==> config.mk <==
export PLATFORM = sky130hd
export DESIGN_NAME = fault_resp_ctrl
export DESIGN_NICKNAME = d
export VERILOG_FILES = /design/src/rtl/fault_resp_ctrl.sv
export SDC_FILE = /design/constraint.sdc
export NUM_CORES = 1
export LEC_CHECK = 0
export BUFFER_PORTS_ARGS = -buffer_cell sky130_fd_sc_hd__buf_2
export CAP_MARGIN = 40
export CORE_UTILIZATION = 25
export CTS_BUF_LIST = sky130_fd_sc_hd__clkbuf_4
export CTS_CLUSTER_SIZE = 16
export DETAILED_ROUTE_END_ITERATION = 16
export HOLD_SLACK_MARGIN = 0.05
export PLACE_DENSITY = 0.48
export SLEW_MARGIN = 10
export SYNTH_ARGS = -nofsm -noshare
export SYNTH_HDL_FRONTEND = slang
export SYNTH_SLANG_ARGS = --single-unit
==> constraint.sdc <==
create_clock -name clk -period 2.4 [get_ports clk]
set_clock_uncertainty 0.15 [all_clocks]
set_input_delay 0.12 -clock clk [delete_from_list [all_inputs] [get_ports clk]]
set_output_delay 0.12 -clock clk [all_outputs]
set_load 0.01 [all_outputs]
==> src/rtl/fault_resp_ctrl.sv <==
module fault_resp_ctrl #(
  parameter int QW = 8,
  parameter int RW = 16
) (
  input  logic          clk,
  input  logic          rst_n,
  input  logic          en_deep_ok,
  input  logic          en_uv_ok,
  input  logic          phase_steady,
  input  logic          ev_uv,
  input  logic          ev_ov,
  input  logic          ev_ot,
  input  logic          ev_oc,
  input  logic          ev_sc,
  input  logic          ev_sut,
  input  logic          ev_fet_gs,
  input  logic          ev_fet_gd,
  input  logic          ev_fet_ds,
  input  logic          cfg_retry,
  input  logic          cfg_sc_fast,
  input  logic [6:0]    cfg_mask,
  input  logic [QW-1:0] cfg_qdly,
  input  logic [RW-1:0] cfg_retry_cyc,
  output logic          sw_en,
  output logic          cur_lim,
  output logic          flt_n,
  output logic [5:0]    cause
);
  localparam int NF = 6;
  localparam int SC_BIT = 2;
  localparam int SUT_BIT = 3;

  logic [NF-1:0] src, qual, lq, pick, eff_mask;
  logic [QW-1:0] cnt [NF];
  logic [RW-1:0] rtmr;
  logic latched, flag_pull, fr_off, fr_lim, fr_go;

  assign latched  = |cause;
  assign src      = {ev_fet_gd, ev_fet_gs, ev_sut, ev_sc, ev_oc & phase_steady, ev_ot};
  assign lq       = qual & ~(NF'(cfg_sc_fast) << SC_BIT);
  assign pick     = lq & (~lq + NF'(1));
  assign eff_mask = cfg_mask[NF-1:0] & ~(NF'(1) << SUT_BIT);
  assign fr_go    = qual[SC_BIT] & cfg_sc_fast & ~fr_lim;

  for (genvar i = 0; i < NF; i++) begin : g_qual
    always_ff @(posedge clk or negedge rst_n) begin
      if (!rst_n) cnt[i] <= '0;
      else if (!src[i] || latched || !en_deep_ok) cnt[i] <= '0;
      else if (cnt[i] != cfg_qdly) cnt[i] <= cnt[i] + QW'(1);
    end
    assign qual[i] = src[i] && (cnt[i] == cfg_qdly) && !latched;
  end

  always_ff @(posedge clk or negedge rst_n) begin
    if (!rst_n) begin
      cause <= '0; flag_pull <= 1'b0; rtmr <= '0; fr_off <= 1'b0; fr_lim <= 1'b0;
    end else if (!en_deep_ok) begin
      cause <= '0; flag_pull <= 1'b0; rtmr <= '0; fr_off <= 1'b0; fr_lim <= 1'b0;
    end else begin
      fr_off <= fr_go;
      fr_lim <= fr_go | (fr_lim & ev_sc);
      if (!latched) begin
        cause     <= pick;
        flag_pull <= |(pick & ~eff_mask);
        rtmr      <= '0;
      end else if (cfg_retry) begin
        if (rtmr == cfg_retry_cyc) begin
          cause <= '0; flag_pull <= 1'b0; rtmr <= '0;
        end else begin
          rtmr <= rtmr + RW'(1);
        end
      end
    end
  end

  assign sw_en   = en_deep_ok & en_uv_ok & ~ev_uv & ~ev_ov & ~ev_fet_ds & ~latched & ~fr_off;
  assign cur_lim = (ev_oc & ~phase_steady) | fr_lim;
  assign flt_n   = ~(flag_pull | (ev_fet_ds & ~cfg_mask[6]));

  AST_SW_OFF_LATCHED: assert property (@(posedge clk) disable iff (!rst_n)
    (cause != '0) |-> !sw_en);
  AST_CAUSE_ONEHOT: assert property (@(posedge clk) disable iff (!rst_n)
    $onehot0(cause));
  AST_SUT_FLAGS: assert property (@(posedge clk) disable iff (!rst_n)
    cause[SUT_BIT] |-> !flt_n);
  AST_LATCHOFF_HOLD: assert property (@(posedge clk) disable iff (!rst_n)
    ((cause != '0) && !cfg_retry && en_deep_ok) |=> $stable(cause));
  AST_DEEP_CLEAR: assert property (@(posedge clk) disable iff (!rst_n)
    !en_deep_ok |=> (cause == '0));
  AST_FLAG_SOURCE: assert property (@(posedge clk) disable iff (!rst_n)
    !flt_n |-> ((cause != '0) || ev_fet_ds));
endmodule

==> metrics, run 1 <==
Startpoint Class=flop; PortBufs=54; # nets final=676; crit path cell chain=nor4_4 -> buf_4 -> nand2_4 -> or4b_4 -> or4b_1 -> or4b_1; DR pass1 iterations=7; Area contributors post-synth=dfrtp_1 (40%), xnor2_1 (12%), xor2_1 (7.6%), nand2_1 (4.2%), nor2_1 (3.8%); Worst path max stage delay=0.57 ns; Clock Tree Root=clkbuf_4; power per cell area=435 nW/um2; Post-synth EDFFs=0; final setup fails=1; total CTS buffers=9; routability cong.=0.877; Yosys top cell area share=0.405; Yosys reg bits=73; # diodes=0; Remaining DRCs=0; Reg clk slew, reported paths=0.13 ns; Max H-tree Level=3; crit-path max FO=5; final WL=12900 um; Vias=3971; first-pass GRT wire length=20400 um; worst vdd ir=0.000282 V; Sink Count=73; Top Family by Delay on Critical Path=simple AND/OR/NAND/NOR gates; setup ws final=-0.0247 ns; CP Capture Type=flop; GR Util All Layers=0.146; worst path arrival time=2.69 ns; largest net degree at the start of global routing=40; Max Cap Viol=0; sw frac=0.254; Hold EP=cause[2]$_DFFE_PN0P_; Die X-Extent=136 um; count of pins over their slew limit=0; Vias/cell=4.66; clock latency at the later pin of the worst-skew pair=0.47 ns; DP Cell Count=807; Hold Crit Class=input port to flop; multi-input combinational cell area=2580 um2; die height=136 um; area leader, netlist=dfrtp_1; Core Region=17500 um2; setup TNS=-0.0247 ns; Final min period=2.42 ns; reg2reg path depth=6; initial antenna violation count=0; power share of the combinational group=0.114; Finished Layout Cells=852; I/O pins=56; final design utilization=0.336; Pleak=2.53 nW; crit path kind=flop to flop; RSZ-0062 raised after global routing=true; Syn Inst Count=493; failing checks=negative setup slack; syn_area_per_cell=9.16 um2; Max stage delay cell, worst path=or4b_4; share of cells above drive strength 1=0.263; WP buf/inv=1; FILL cells=1836; library cells used by synthesis=50; vias in the first global route=4021; min-delay src=cfg_qdly[3]; CP Data Required Time=2.66 ns; worst reg2reg setup slack=-0.02 ns; Tcrit/Tclk final=1.01; relative max-transition margin=0.566; Max Fclk=412 MHz; Reg-to-Reg End=flag_pull$_DFFE_PN0P_; starting density of the core=0.258; Net Switching=0.000649 W; yosys warns=0; area delta synth->final=30.1%; async set-reset flop share out of synthesis=1.00; Mapped Area=4520 um2; Int Pwr=0.00191 W; # rows=48; Overflow after GRT=0; sequential area share after synthesis=0.405; Hold Vio Cnt, Final=0; Setup WS pre-CTS=-0.0585 ns; hpwl dp=9400 um; Tightest Pin Transition=0.652 ns; Top FF cell, synth=dfrtp_1; cell depth of the worst min-delay path=5; Clock Tree Buf Depth=2; Mapped Nets=547; CTS tree=done; clock share of power=0.396; sequential power share=0.490; Register Area=1830 um2; First DRT Iteration DRCs=210; Final ANT Viol Nets=0; die area=18600 um2; Crit path top cell by count=or4b_1; status=finished with violations; wire per inst=15.1 um; reg2reg start=cause[1]$_DFFE_PN0P_
==> through the flow <==
stage	cell area (um2)	power (W)	hold slack [ns]
5_1_grt	5870	0.00268	0.185
3_3_place_gp	5350	0.00153	-0.0302
3_5_place_dp	5350	0.00153	-0.0295
6_report	5870	0.00256	0.157
4_1_cts	5770	0.00260	0.103
2_1_floorplan	4520	0.00141	-0.326
==> area by class of cell <==
type,instances,share of cell area
tap,225,0.0479
clock buffer,10,0.0128
multi-input combinational,388,0.440
clock inverter,6,0.0181
inverter,17,0.0109
sequential,73,0.311
timing repair buffer,133,0.159
==> sequential cells by signal (all words and copies together), names as in the netlist <==
name,flops
fr_lim,1
fr_off,1
cause,6
flag_pull,1
rtmr,16
cnt,48
==> worst max-delay path by stage <==
| stage | startpoint | endpoint | slack, ns | cells past startpoint |
|---|---|---|---|---|
| 2_1_floorplan | cause[1]$_DFFE_PN0P_ | flag_pull$_DFFE_PN0P_ | 0.009 | 6 |
| 3_3_place_gp | cause[1]$_DFFE_PN0P_ | flag_pull$_DFFE_PN0P_ | 0.01 | 6 |
| 3_5_place_dp | cause[1]$_DFFE_PN0P_ | flag_pull$_DFFE_PN0P_ | -0.06 | 6 |
| 4_1_cts | cause[0]$_DFFE_PN0P_ | sw_en | -0.003 | 5 |
| 5_1_grt | cause[1]$_DFFE_PN0P_ | flag_pull$_DFFE_PN0P_ | -0.08 | 6 |
| 6_report | cause[1]$_DFFE_PN0P_ | flag_pull$_DFFE_PN0P_ | -0.02 | 6 |
==> layout by cell type (no fill, tap or decap), types with 3 or more instances in the layout <==
master and count:
nor4b_1 3, nand4_1 25, and3_1 13, xor2_1 39
nand2_1 50, xnor2_1 62, a21oi_1 14, or3_1 4
or4_4 3, inv_1 17, nand3_1 22, buf_6 3
or2_2 4, bufinv_16 3, o21ai_0 26, buf_2 54
clkbuf_4 10, nor2_1 46, dlygate4sd3_1 13, nor4_4 3
dfrtp_1 71, a31o_2 3, ha_1 7, buf_4 61
nor4_1 10, o31ai_1 3, nor3_1 14
==> power groups by stage <==
stage | registers (W) | clock network [W] | logic (W)
floorplan | 0.00127 | 0 | 0.000135
global placement | 0.00128 | 0 | 0.000256
detailed placement | 0.00128 | 0 | 0.000259
CTS | 0.00125 | 0.00106 | 0.000288
global route | 0.00125 | 0.00110 | 0.000323
finish | 0.00125 | 0.00101 | 0.000292
==> cells in the mapped netlist, types with 3 or more instances <==
library cell  number
xnor2_1           62
xor2_1            39
and3_1            13
nor4b_1            3
or2_2              4
nand4_1           25
ha_1               7
a31o_2             3
or3_1              4
nor4_1            12
o21ai_0           27
or4_1              3
clkbuf_1           5
nor2_1            46
buf_6              6
dfrtp_1           73
a21oi_1           14
nand2_1           51
o31ai_1            3
nand3_1           24
nor3_1            15
inv_1             17
==> worst min-delay path: cells and delay by family <==
family,cells,cell delay (ns)
AOI/OAI and AO/OA,1,0.08
xor gates and xnor gates,1,0.19
buffers and inverters,1,0.15
and+or+nand+nor,2,0.20
==> cells by family (layout without fill, tap and decap cells) <==
family                   after synthesis  after routing  synth area share
buffers and inverters                 32            166            0.0388
XOR/XNOR                             102            102             0.200
AO/OA/AOI/OAI                         56             56            0.0743
multiplexers                           1              1           0.00222
flip-flops                            73             73             0.405
AND/OR/NAND/NOR                      222            222             0.261
adder cells (fa/ha/maj)                7              7            0.0194
==> timing repair <==
action | CTS | global route
endpoints found under the setup margin | 3 | 17
hold buffers | 14 | 0
endpoints found under the hold margin | 127 | 0
pin swaps | 6 | 7
buffers inserted | 9 | 6
cloned | 0 | 1
resized for setup | 7 | 15
==> routing by layer <==
layer,GRT usage,part of all wire,vias to the layer above
met1,0.200,0.48,1909
met5,0,0,-
li1,-,-,1967
met3,0.0324,0.053,11
met4,0.0500,0.012,0
met2,0.226,0.45,84
Note: power is estimated with default switching activity, not from simulation.
==> inputs of run 2 (changes only) <==
--- a/config.mk
+++ b/config.mk
@@ -7,12 +7,11 @@
 export LEC_CHECK = 0
 export BUFFER_PORTS_ARGS = -buffer_cell sky130_fd_sc_hd__buf_2
 export CAP_MARGIN = 40
-export CORE_UTILIZATION = 25
+export CORE_UTILIZATION = 45
 export CTS_BUF_LIST = sky130_fd_sc_hd__clkbuf_4
-export CTS_CLUSTER_SIZE = 16
 export DETAILED_ROUTE_END_ITERATION = 16
 export HOLD_SLACK_MARGIN = 0.05
-export PLACE_DENSITY = 0.48
+export PLACE_DENSITY = 0.73
 export SLEW_MARGIN = 10
 export SYNTH_ARGS = -nofsm -noshare
 export SYNTH_HDL_FRONTEND = slang
==> run 2 against run 1 <==
  * The flow still finishes with violations (negative setup slack)
  * Sequential share of layout area rose by 1.9 points
  * Final cell count decreased by 13%
  * Global-route usage grew 9.0 points
  * Setup slack got worse by 0.10 ns
  * Non-clock buffer count is 16 lower
  * Final area decreased by 5.6%
==> metrics, run 2 (synthesis results as in run 1) <==
initial antenna violation count=0; Max stage delay cell, worst path=dfrtp_1; share of cells above drive strength 1=0.243; largest net degree at the start of global routing=32; Core Region=9730 um2; Sink Count=73; wire per inst=15.6 um; Hold Crit Class=input port to asynchronous set/reset pin; Reg clk slew, reported paths=0.13 ns; hpwl dp=8290 um; Max Cap Viol=0; Regs by FF count=cnt (48), rtmr (16), cause (6); Vias/cell=5.42; crit path kind=flop to flop; Clock Tree Buf Depth=2; RSZ-0062 raised after global routing=true; die height=102 um; die area=10400 um2; area delta synth->final=22.7%; First DRT Iteration DRCs=215; Max Fclk=396 MHz; # nets final=660; count of pins over their slew limit=0; Clock Tree Root=clkbuf_4; final setup fails=1; DR pass1 iterations=4; most frequent cells in the layout=dfrtp_1 (71), xnor2_1 (62), buf_2 (54); starting density of the core=0.464; Remaining DRCs=0; Most flops, register=cnt; I/O pins=56; Max H-tree Level=3; Final ANT Viol Nets=0; worst vdd ir=0.000300 V; Die X-Extent=102 um; max reg flops=48; status=finished with violations; final design utilization=0.570; Crit path top cell by count=or4b_1; Tightest Pin Transition=0.618 ns; CP Data Required Time=2.54 ns; PortBufs=54; power per cell area=414 nW/um2; failing checks=negative setup slack; Vias=4030; relative max-transition margin=0.588; first-pass GRT wire length=18800 um; # diodes=0; Startpoint Class=flop; GR Util All Layers=0.237; multi-input combinational cell area=2570 um2; # rows=36; CP Capture Type=flop; crit-path max FO=5; Pleak=2.40 nW; Final min period=2.53 ns; setup ws final=-0.127 ns; Tcrit/Tclk final=1.05; worst path arrival time=2.67 ns; Worst path max stage delay=0.45 ns; Hold Vio Cnt, Final=0; final WL=11600 um; total CTS buffers=9; Register Area=1830 um2; vias in the first global route=4098; Overflow after GRT=0; FILL cells=892; routability cong.=0.876; Finished Layout Cells=743; crit path cell chain=nor4_4 -> buf_4 -> nand2_4 -> nor4_2 -> or4b_4 -> or4b_1 -> or4b_1; DP Cell Count=705; CTS tree=done; clock latency at the later pin of the worst-skew pair=0.43 ns; most common cell after layout, fill and taps aside=dfrtp_1
-- run 2: cell count changes in the layout (fill, tap and decap cells not counted), sizes merged --
cell | previous run | this run
bufinv | 3 | 1
clkinvlp | 1 | 2
dlygate4sd3 | 13 | 11
buf | 120 | 106
-- run 2: report_power, final --
group / switching (W) / total (W) / internal (W)
sequential: 0.0000128 / 0.00125 / 0.00124
combinational: 0.000149 / 0.000273 / 0.000124
clock: 0.000449 / 0.000771 / 0.000322
-- run 2: repair_timing --
action                                 in CTS  in global routing
buffers inserted                            7                  5
hold buffers                               11                  0
resized for setup                           5                  9
setup endpoints to repair                   7                 32
endpoints found under the hold margin     112                  0
pin swaps                                   4                  4
-- run 2: path summary, 6_finish.rpt --
| check | from | endpoint | slack [ns] | depth (start not counted) |
|---|---|---|---|---|
| setup / recovery | cause[0]$_DFFE_PN0P_ | flag_pull$_DFFE_PN0P_ | -0.13 | 7 |
| hold / removal | rst_n | rtmr[6]$_DFFE_PN0P_ | 0.08 | 2 |
| setup reg to reg | cause[0]$_DFFE_PN0P_ | flag_pull$_DFFE_PN0P_ | -0.13 | 7 |
| hold reg to reg | fr_lim$_DFF_PN0_ | fr_off$_DFF_PN0_ | 0.38 | 1 |
| max in group asynchronous | rst_n | cnt[45]$_DFFE_PN0P_ | 1.33 | 3 |
| min in group clk | cfg_mask[2] | flag_pull$_DFFE_PN0P_ | 0.09 | 3 |
-- run 2: layer usage --
metal  GRT usage  wire length [um]  vias up
li1            -                 -     1941
met1       0.295              5170     1949
met2       0.404              5530      120
met3      0.0506               672       20
met4      0.0868               208        0
met5           0                 0        -
-- run 2: metrics by stage --
stage	instance area [um2]	hold WS (ns)	setup slack [ns]	power, W	setup TNS, ns
2_1_floorplan	4520	-0.326	0.00916	0.00141	0
3_3_place_gp	5150	0.0148	0.00702	0.00151	0
3_5_place_dp	5150	0.0107	-0.0696	0.00152	-0.213
4_1_cts	5470	0.0725	0.00223	0.00231	0
5_1_grt	5540	0.116	-0.202	0.00239	-0.885
6_report	5540	0.0811	-0.127	0.00230	-0.127
-- run 2: critical path, delay by kind of cell (launching register included) --
family | cells | cell delay, ns
flip-flops | 1 | 0.45
buffers and inverters | 1 | 0.19
AND/OR/NAND/NOR | 6 | 1.61
-- run 2: cell type report --
type | instances | area share
multi-input cells | 388 | 0.463
flip-flops and latches | 73 | 0.330
repair buffers | 117 | 0.141
well taps | 133 | 0.0300
clock buffers | 10 | 0.0135
inverters | 17 | 0.0115
clock inverters | 5 | 0.0104
